[config.mk]
export PLATFORM = sky130hd
export DESIGN_NAME = bus_prio_ctrl
export DESIGN_NICKNAME = d
export VERILOG_FILES = /design/src/rtl/prio_pkg.sv /design/src/rtl/prio_apb_regs.sv /design/src/rtl/prio_arb_copy.sv /design/src/rtl/prio_ack_reduce.sv /design/src/rtl/bus_prio_ctrl.sv
export SDC_FILE = /design/constraint.sdc
export NUM_CORES = 1
export LEC_CHECK = 0
export ABC_AREA = 1
export BUFFER_PORTS_ARGS = -buffer_cell sky130_fd_sc_hd__buf_2
export CAP_MARGIN = 0
export CORE_ASPECT_RATIO = 1.4
export CORE_MARGIN = 10
export CORE_UTILIZATION = 40
export CTS_CLUSTER_SIZE = 40
export DETAILED_ROUTE_END_ITERATION = 8
export GPL_TIMING_DRIVEN = 0
export PLACE_DENSITY = 0.69
export SLEW_MARGIN = 20
export SYNTH_ARGS = -nofsm -noshare
export SYNTH_HDL_FRONTEND = slang
export SYNTH_HIERARCHICAL = 1
export SYNTH_SLANG_ARGS = --single-unit
[constraint.sdc]
create_clock -name clk -period 1.6 [get_ports clk]
set_input_delay 0.16 -clock clk [delete_from_list [all_inputs] [get_ports clk]]
set_output_delay 0.16 -clock clk [all_outputs]
set_load 0.02 [all_outputs]
[src/rtl/prio_pkg.sv]
// Package: shared constants, types and field packing for the priority block.
// Assumes a 4-master priority vector whose fields are spaced 4 bits apart.
package prio_pkg;
    localparam int N_MASTERS    = 4;
    localparam int FIELD_STRIDE = 4;
    localparam int OFS_PRIO     = 0;
    localparam int OFS_ACK      = 4;

    typedef logic [N_MASTERS-1:0] prio_vec_t;

    // Gather the spaced field bits of a 16-bit word into a compact vector.
    function automatic prio_vec_t gather_fields(input logic [15:0] w);
        prio_vec_t v;
        for (int m = 0; m < N_MASTERS; m++) v[m] = w[m*FIELD_STRIDE];
        return v;
    endfunction

    // Spread a compact vector back to its spaced field positions.
    function automatic logic [15:0] spread_fields(input prio_vec_t v);
        logic [15:0] w;
        w = '0;
        for (int m = 0; m < N_MASTERS; m++) w[m*FIELD_STRIDE] = v[m];
        return w;
    endfunction
endpackage

[src/rtl/prio_apb_regs.sv]
// Module: APB register slave holding the global priority vector.
// Assumes zero wait states; DATA_W >= 16. Read data is combinational in the access phase.
module prio_apb_regs
    import prio_pkg::*;
#(
    parameter int ADDR_W = 12,
    parameter int DATA_W = 32
) (
    input  logic              clk,
    input  logic              rst_n,
    input  logic              psel,
    input  logic              penable,
    input  logic              pwrite,
    input  logic [ADDR_W-1:0] paddr,
    input  logic [DATA_W-1:0] pwdata,
    input  logic              ack_in,
    output logic [DATA_W-1:0] prdata,
    output logic              pready,
    output logic              pslverr,
    output prio_vec_t         prio_q,
    output logic              prio_wr
);
    localparam logic [ADDR_W-1:0] A_PRIO = ADDR_W'(OFS_PRIO);
    localparam logic [ADDR_W-1:0] A_ACK  = ADDR_W'(OFS_ACK);

    logic access;

    // Decode the access phase and the priority write strobe.
    always_comb begin
        access  = psel && penable;
        prio_wr = access && pwrite && (paddr == A_PRIO);
    end

    // Hold the global priority vector.
    always_ff @(posedge clk) begin
        if (!rst_n)       prio_q <= '0;
        else if (prio_wr) prio_q <= gather_fields(pwdata[15:0]);
    end

    // Return read data for the addressed register.
    always_comb begin
        prdata = '0;
        if (access && !pwrite) begin
            if (paddr == A_PRIO)     prdata[15:0] = spread_fields(prio_q);
            else if (paddr == A_ACK) prdata[0]    = ack_in;
        end
    end

    // Fixed zero-wait, error-free response.
    always_comb begin
        pready  = 1'b1;
        pslverr = 1'b0;
    end


    reserved_zero_chk: assert property (@(posedge clk) disable iff (!rst_n)
        (psel && penable && !pwrite && paddr == A_PRIO) |->
        ((prdata & ~DATA_W'(16'h1111)) == '0));
endmodule

[src/rtl/prio_arb_copy.sv]
// Module: one arbiter's local priority copy and its caught-up flag.
// Assumes nseq_start is a single-cycle pulse per new nonsequential access.
module prio_arb_copy
    import prio_pkg::*;
(
    input  logic      clk,
    input  logic      rst_n,
    input  prio_vec_t global_prio,
    input  logic      prio_wr,
    input  logic      nseq_start,
    output prio_vec_t local_prio,
    output logic      caught_up
);
    // Adopt the global vector at the start of a new access.
    always_ff @(posedge clk) begin
        if (!rst_n)          local_prio <= '0;
        else if (nseq_start) local_prio <= global_prio;
    end

    // Track adoption since the last write; a write wins over a coincident pulse.
    always_ff @(posedge clk) begin
        if (!rst_n)          caught_up <= 1'b0;
        else if (prio_wr)    caught_up <= 1'b0;
        else if (nseq_start) caught_up <= 1'b1;
    end


    local_hold_chk: assert property (@(posedge clk) disable iff (!rst_n)
        !nseq_start |=> $stable(local_prio));

    wr_clears_flag_chk: assert property (@(posedge clk) disable iff (!rst_n)
        prio_wr |=> !caught_up);

    pulse_sets_flag_chk: assert property (@(posedge clk) disable iff (!rst_n)
        (nseq_start && !prio_wr) |=> caught_up);
endmodule

[src/rtl/prio_ack_reduce.sv]
// Module: combines the per-arbiter caught-up flags into one acknowledge.
// Assumes at least one arbiter.
module prio_ack_reduce #(
    parameter int N_ARB = 10
) (
    input  logic [N_ARB-1:0] flags,
    output logic             ack
);
    // Acknowledge only when every arbiter has caught up.
    always_comb ack = &flags;
endmodule

[src/rtl/bus_prio_ctrl.sv]
// Module: top of the priority register block; APB slave, N arbiter copies, acknowledge.
// Assumes a single clock domain and synchronous active-low reset.
module bus_prio_ctrl
    import prio_pkg::*;
#(
    parameter int N_ARB  = 10,
    parameter int ADDR_W = 12,
    parameter int DATA_W = 32
) (
    input  logic                       clk,
    input  logic                       rst_n,
    input  logic                       psel,
    input  logic                       penable,
    input  logic                       pwrite,
    input  logic [ADDR_W-1:0]          paddr,
    input  logic [DATA_W-1:0]          pwdata,
    output logic [DATA_W-1:0]          prdata,
    output logic                       pready,
    output logic                       pslverr,
    input  logic [N_ARB-1:0]           nseq_start,
    output logic [N_MASTERS*N_ARB-1:0] arb_prio,
    output logic                       prio_ack
);
    prio_vec_t          prio_q;
    logic               prio_wr;
    logic [N_ARB-1:0]   flags;

    prio_apb_regs #(.ADDR_W(ADDR_W), .DATA_W(DATA_W)) u_regs (
        .clk(clk), .rst_n(rst_n), .psel(psel), .penable(penable), .pwrite(pwrite),
        .paddr(paddr), .pwdata(pwdata), .ack_in(prio_ack), .prdata(prdata),
        .pready(pready), .pslverr(pslverr), .prio_q(prio_q), .prio_wr(prio_wr)
    );

    for (genvar i = 0; i < N_ARB; i++) begin : g_arb
        prio_vec_t loc;
        prio_arb_copy u_copy (
            .clk(clk), .rst_n(rst_n), .global_prio(prio_q), .prio_wr(prio_wr),
            .nseq_start(nseq_start[i]), .local_prio(loc), .caught_up(flags[i])
        );
        assign arb_prio[i*N_MASTERS +: N_MASTERS] = loc;


        ack_match_chk: assert property (@(posedge clk) disable iff (!rst_n)
            prio_ack |-> (loc == prio_q));
    end

    prio_ack_reduce #(.N_ARB(N_ARB)) u_ack (.flags(flags), .ack(prio_ack));


    wr_drops_ack_chk: assert property (@(posedge clk) disable iff (!rst_n)
        prio_wr |=> !prio_ack);
endmodule

After elaboration in Yosys (flattened, before gate mapping)
Index checks and enable logic that the tools add are counted.

Flip-flop bits (word level): 54. Bits in latches: 0. RAM bits: 0. ROM bits: 0. Input port bits: 59. Output and inout port bits: 75. Logic and storage cells: 35. Memories kept: 0.

Add/subtract/negate cells: 0. $mul: 0. Div/mod/pow operators: 0. Magnitude comparators: 0. Eq/ne operators: 1. Shifts and indexed selects: 0. Mux-type cells: 4. Bitwise logic cells: 1. Reduce and logical (&&, ||, !) cells: 8.

Operator list (count): $mux 16 (1); $eq 12x3->1 const B (1); $logic_not 12->1 (1); $mux 12 (1); $reduce_and 10->1 (1); $logic_and 1x1->1 (4); $mux 1 (2); $reduce_or 2->1 (1); $logic_not 1->1 (1); $not 1->1 (1).

Logic depth before layout (Yosys ltp)
Depth in word-level cells: 4. Gate-level depth with buffers: 8.

Hierarchy
The synthesis kept the hierarchy.

Modules (own cells, without submodules): prio_arb_copy (instances 10, cells each 30, area an instance 211.5 sq um); prio_apb_regs (instances 1, cells each 93, area an instance 579.3 sq um); prio_ack_reduce (instances 1, cells each 8, area an instance 32.5 sq um).

Worst setup path before layout
No wires, ideal clock.

Path type: register to output. Start point: register g_arb[4].u_copy.caught_up. End point: output prdata[0]. Arrival: 1.470 ns. Path slack: -0.030 ns. Stages on the path, launching flop included: 7. Cells stage by stage: dfxtp_1 nand2_1 nor2_1 nand2_1 nor2_1 o211ai_1 nor3b_1.

Word-level cells in the longest chain between the ends: 4.

RTL lines: start, declared (line prio_arb_copy.sv:12) `output logic caught_up`; start signal, assigned (line prio_arb_copy.sv:22) `if (!rst_n) caught_up <= 1'b0;`; start signal, assigned (line prio_arb_copy.sv:23) `else if (prio_wr) caught_up <= 1'b0;`; start signal, assigned (line prio_arb_copy.sv:24) `else if (nseq_start) caught_up <= 1'b1;`; $reduce_and 10->1 (line prio_ack_reduce.sv:10) `always_comb ack = &flags;`; named net prio_ack (line bus_prio_ctrl.sv:22) `output logic prio_ack`; $mux 1 (line prio_apb_regs.sv:45) `else if (paddr == A_ACK) prdata[0] = ack_in;`; $mux 1 (line prio_apb_regs.sv:44) `if (paddr == A_PRIO) prdata[15:0] = spread_fields(prio_q);`; $mux 16 (line prio_apb_regs.sv:43) `if (access && !pwrite) begin`; end, declared (line bus_prio_ctrl.sv:17) `output logic [DATA_W-1:0] prdata,`.

The timed path passes the listed nets, and every way through them passes these cells.

Worst setup path in the final report
Start point: register g_arb[7].u_copy.caught_up. End point: output prdata[0].

Word-level cells in the longest chain between the ends: 4.

RTL lines (line): start, declared (prio_arb_copy.sv:12); start signal, assigned (prio_arb_copy.sv:22); start signal, assigned (prio_arb_copy.sv:23); start signal, assigned (prio_arb_copy.sv:24); $reduce_and 10->1 (prio_ack_reduce.sv:10); $mux 1 (prio_apb_regs.sv:45); $mux 1 (prio_apb_regs.sv:44); $mux 16 (prio_apb_regs.sv:43).

Every way passes these cells.

==> reports/results.txt <==
Outcome: complete, but fails checks
Failing checks: setup timing
WHS Path Cells: 3
Unrepaired setup endpoints after global routing: true
# hold bufs at CTS: 0
Sw Ratio: 26.4%
Mapped Area: 2730 um^2
Internal: 0.00211 W
WL/cell: 10.5 um
Worst Skew: 0.00507 ns
Crit. End Element: primary output
CTS H-Tree Depth: 2
Critical path type: reg -> out
Total power: 0.00287 W
Final Cycle Share: 101%
CP max-delay cell: dfxtp_2
Clock Tree Root: clkbuf_8
Worst r2r src: u_regs/prio_q[3]$_SDFFE_PN0P_
R2r setup slk: 0.71 ns
Slew @ Worst Pin: 0.978 ns
# setup viols final: 1
Clock-pin transition on the worst setup and hold timing paths: 0.09 ns
Worst-path fanout max: 2
Hold crit path type: in -> reg
Synthesized area per cell: 6.80 um^2
Port bufs: 65
Final min period: 1.61 ns
Hold Slack: 0.130 ns
Max_slew headroom: 34.8%
Worst path cell trace: nand2_2 > nor2_4 > nand2_2 > nor2_4 > o211ai_1 > nor3b_2 > buf_4
Rows: 35
Sequential element share of the synthesized area: 39.7%
Reg power frac: 50.3%
Initial antenna violation count: 0
Clock Path Buffers: 2
Max Freq: 0.620 GHz
Synth Instances: 401
Vias: 2,324
Slowest stage delay, CP: 0.34 ns
Final wirelength: 6220 um
CTS sink count: 54
Critical path launch point type: flip-flop
Layout cells sized above 1: 34.5%
RR Endpoint: g_arb[3].u_copy/local_prio[3]$_SDFFE_PN0P_
Overflow after GRT: 0
Final Hold Vio Count: 0
Antenna Nets Post-Route: 0
Initial Utilization: 41.2%
First-pass iteration count of the detailed router: 4
Critical Path RT: 1.44 ns
Peak supply drop: 0.412 mV
Num CTS Buffers: 5
First-pass GRT wire length: 10,900 um
Layout Utilization: 51.9%
Hold path startpoint: nseq_start[5]
Die H: 118 um
Syn. warnings: 6
Synth-to-layout area growth: 26.0%
Vias in the first global route: 2,382
Comb power frac: 17.6%
Core box area: 6610 um^2
Ports: 134
Pin count of the biggest net entering global routing: 55
Nets: 561
GP Congestion: 0.765
Die Footprint: 10,600 um^2
Final Max Slew Viols: 0
Clock power share: 32.1%
Power per cell area: 835 nW/um^2
Max cap viols: 0
Die Width: 89.8 um
Arrival @ worst endpoint: 1.45 ns
Post-DP HPWL: 4710 um
Crit path from: g_arb[7].u_copy/caught_up$_SDFFE_PP0P_
Detailed-route DRC error count: 0
Seq cells post-synth: 54
Switch Pwr: 0.000757 W
Worst-skew pair later-pin latency: 0.30 ns
Final critical-path setup slack: -0.0134 ns
Drt first-iter violations: 96
Distinct cells, synth: 16
Worst-case reg-to-reg path depth: 4
Overall Global Routing Usage: 12.1%
LEAKAGE: 1.80 nW
CTS tree: yes
Ant. Diodes: 0
Drt via density: 3.91
Worst min-delay path endpoint: g_arb[5].u_copy/local_prio[1]$_SDFFE_PN0P_
-- stage by stage --
stage	area (um^2)	std cells	setup TNS, ns	setup WS, ns
after floorplan	2840	429	0	0.144
after global placement	3280	586	0	0.161
after detailed placement	3280	586	0	0.166
after CTS	3400	593	-0.0354	-0.0354
after global routing	3430	594	-0.103	-0.103
final	3430	594	-0.0134	-0.0134
-- cell families after synthesis --
family                 after synthesis  synth area share (%)
AO/OA/AOI/OAI                        1                 0.275
buffers and inverters              110                  22.0
flip-flops                          54                  39.7
other                                2                 0.275
AND/OR/NAND/NOR                    234                  37.8
-- timing repair --
action / in CTS / in global routing
hold endpoints to repair: 0 / 0
buffers inserted: 0 / 1
resized for setup: 5 / 12
cloned: 0 / 0
setup endpoints to repair: 3 / 3
pin swaps: 0 / 6
-- area by class of cell --
class / count / area [um^2]
Buffer: 40 / 338
Multi-Input combinational cell: 265 / 1180
Inverter: 70 / 263
Timing Repair Buffer: 66 / 335
Fill cell: 670 / 3180
Tap cell: 92 / 115
Clock inverter: 1 / 30.0
Sequential cell: 54 / 1090
Clock buffer: 6 / 82.6
-- per-layer routing --
metal	up-vias	routed length, um	global-route usage, %
met5	-	0	0
met4	0	122	5.07
met3	7	532	3.96
met2	76	2980	21.7
met1	960	2580	12.3
li1	1281	-	-
-- power by group through the flow --
stage	registers, W	clock network, W	logic (W)
2_1_floorplan	0.00154	0	0.000315
3_3_place_gp	0.00147	0	0.000497
3_5_place_dp	0.00147	0	0.000504
4_1_cts	0.00144	0.000960	0.000506
5_1_grt	0.00145	0.00100	0.000567
6_report	0.00144	0.000921	0.000506
-- sequential cells by signal (all words and copies together), names as in the netlist --
name                     count
g_arb.u_copy/local_prio     40
u_regs/prio_q                4
g_arb.u_copy/caught_up      10
-- Yosys cell counts, drive strengths merged --
cell type	number	share of area, %
nand3	1	0.64
o211ai	1	0.28
conb	2	0.28
dfxtp	54	40
nor2	115	17
nand2	109	18
buf	40	12
nand4	5	1.1
nor3b	1	0.28
inv	70	9.6
nor3	3	0.55
-- worst max-delay path: cells and delay by family, from the launching register on --
| family | cells | cell delay, ns |
|---|---|---|
| AND/OR/NAND/NOR | 5 | 0.54 |
| flip-flops | 1 | 0.34 |
| buffers and inverters | 1 | 0.16 |
| AO/OA/AOI/OAI | 1 | 0.12 |
-- placed cells by master, fill, tap and decap left out, drive strengths merged --
master,synthesis,layout
buf,40,106
bufinv,0,1
clkbuf,0,6
conb,2,30
dfxtp,54,54
inv,70,70
nand2,109,109
nand3,1,1
nand4,5,5
nor2,115,115
nor3,3,3
nor3b,1,1
o211ai,1,1
-- worst max path at each step --
stage	end	slack [ns]	cells after the start
3_3_place_gp	prdata[0]	0.16	5
2_1_floorplan	prdata[0]	0.14	6
4_1_cts	prdata[0]	-0.04	7
3_5_place_dp	prdata[0]	0.17	5
5_1_grt	prdata[0]	-0.10	7
6_report	prdata[0]	-0.01	7
(Power assumes the default switching activity.)
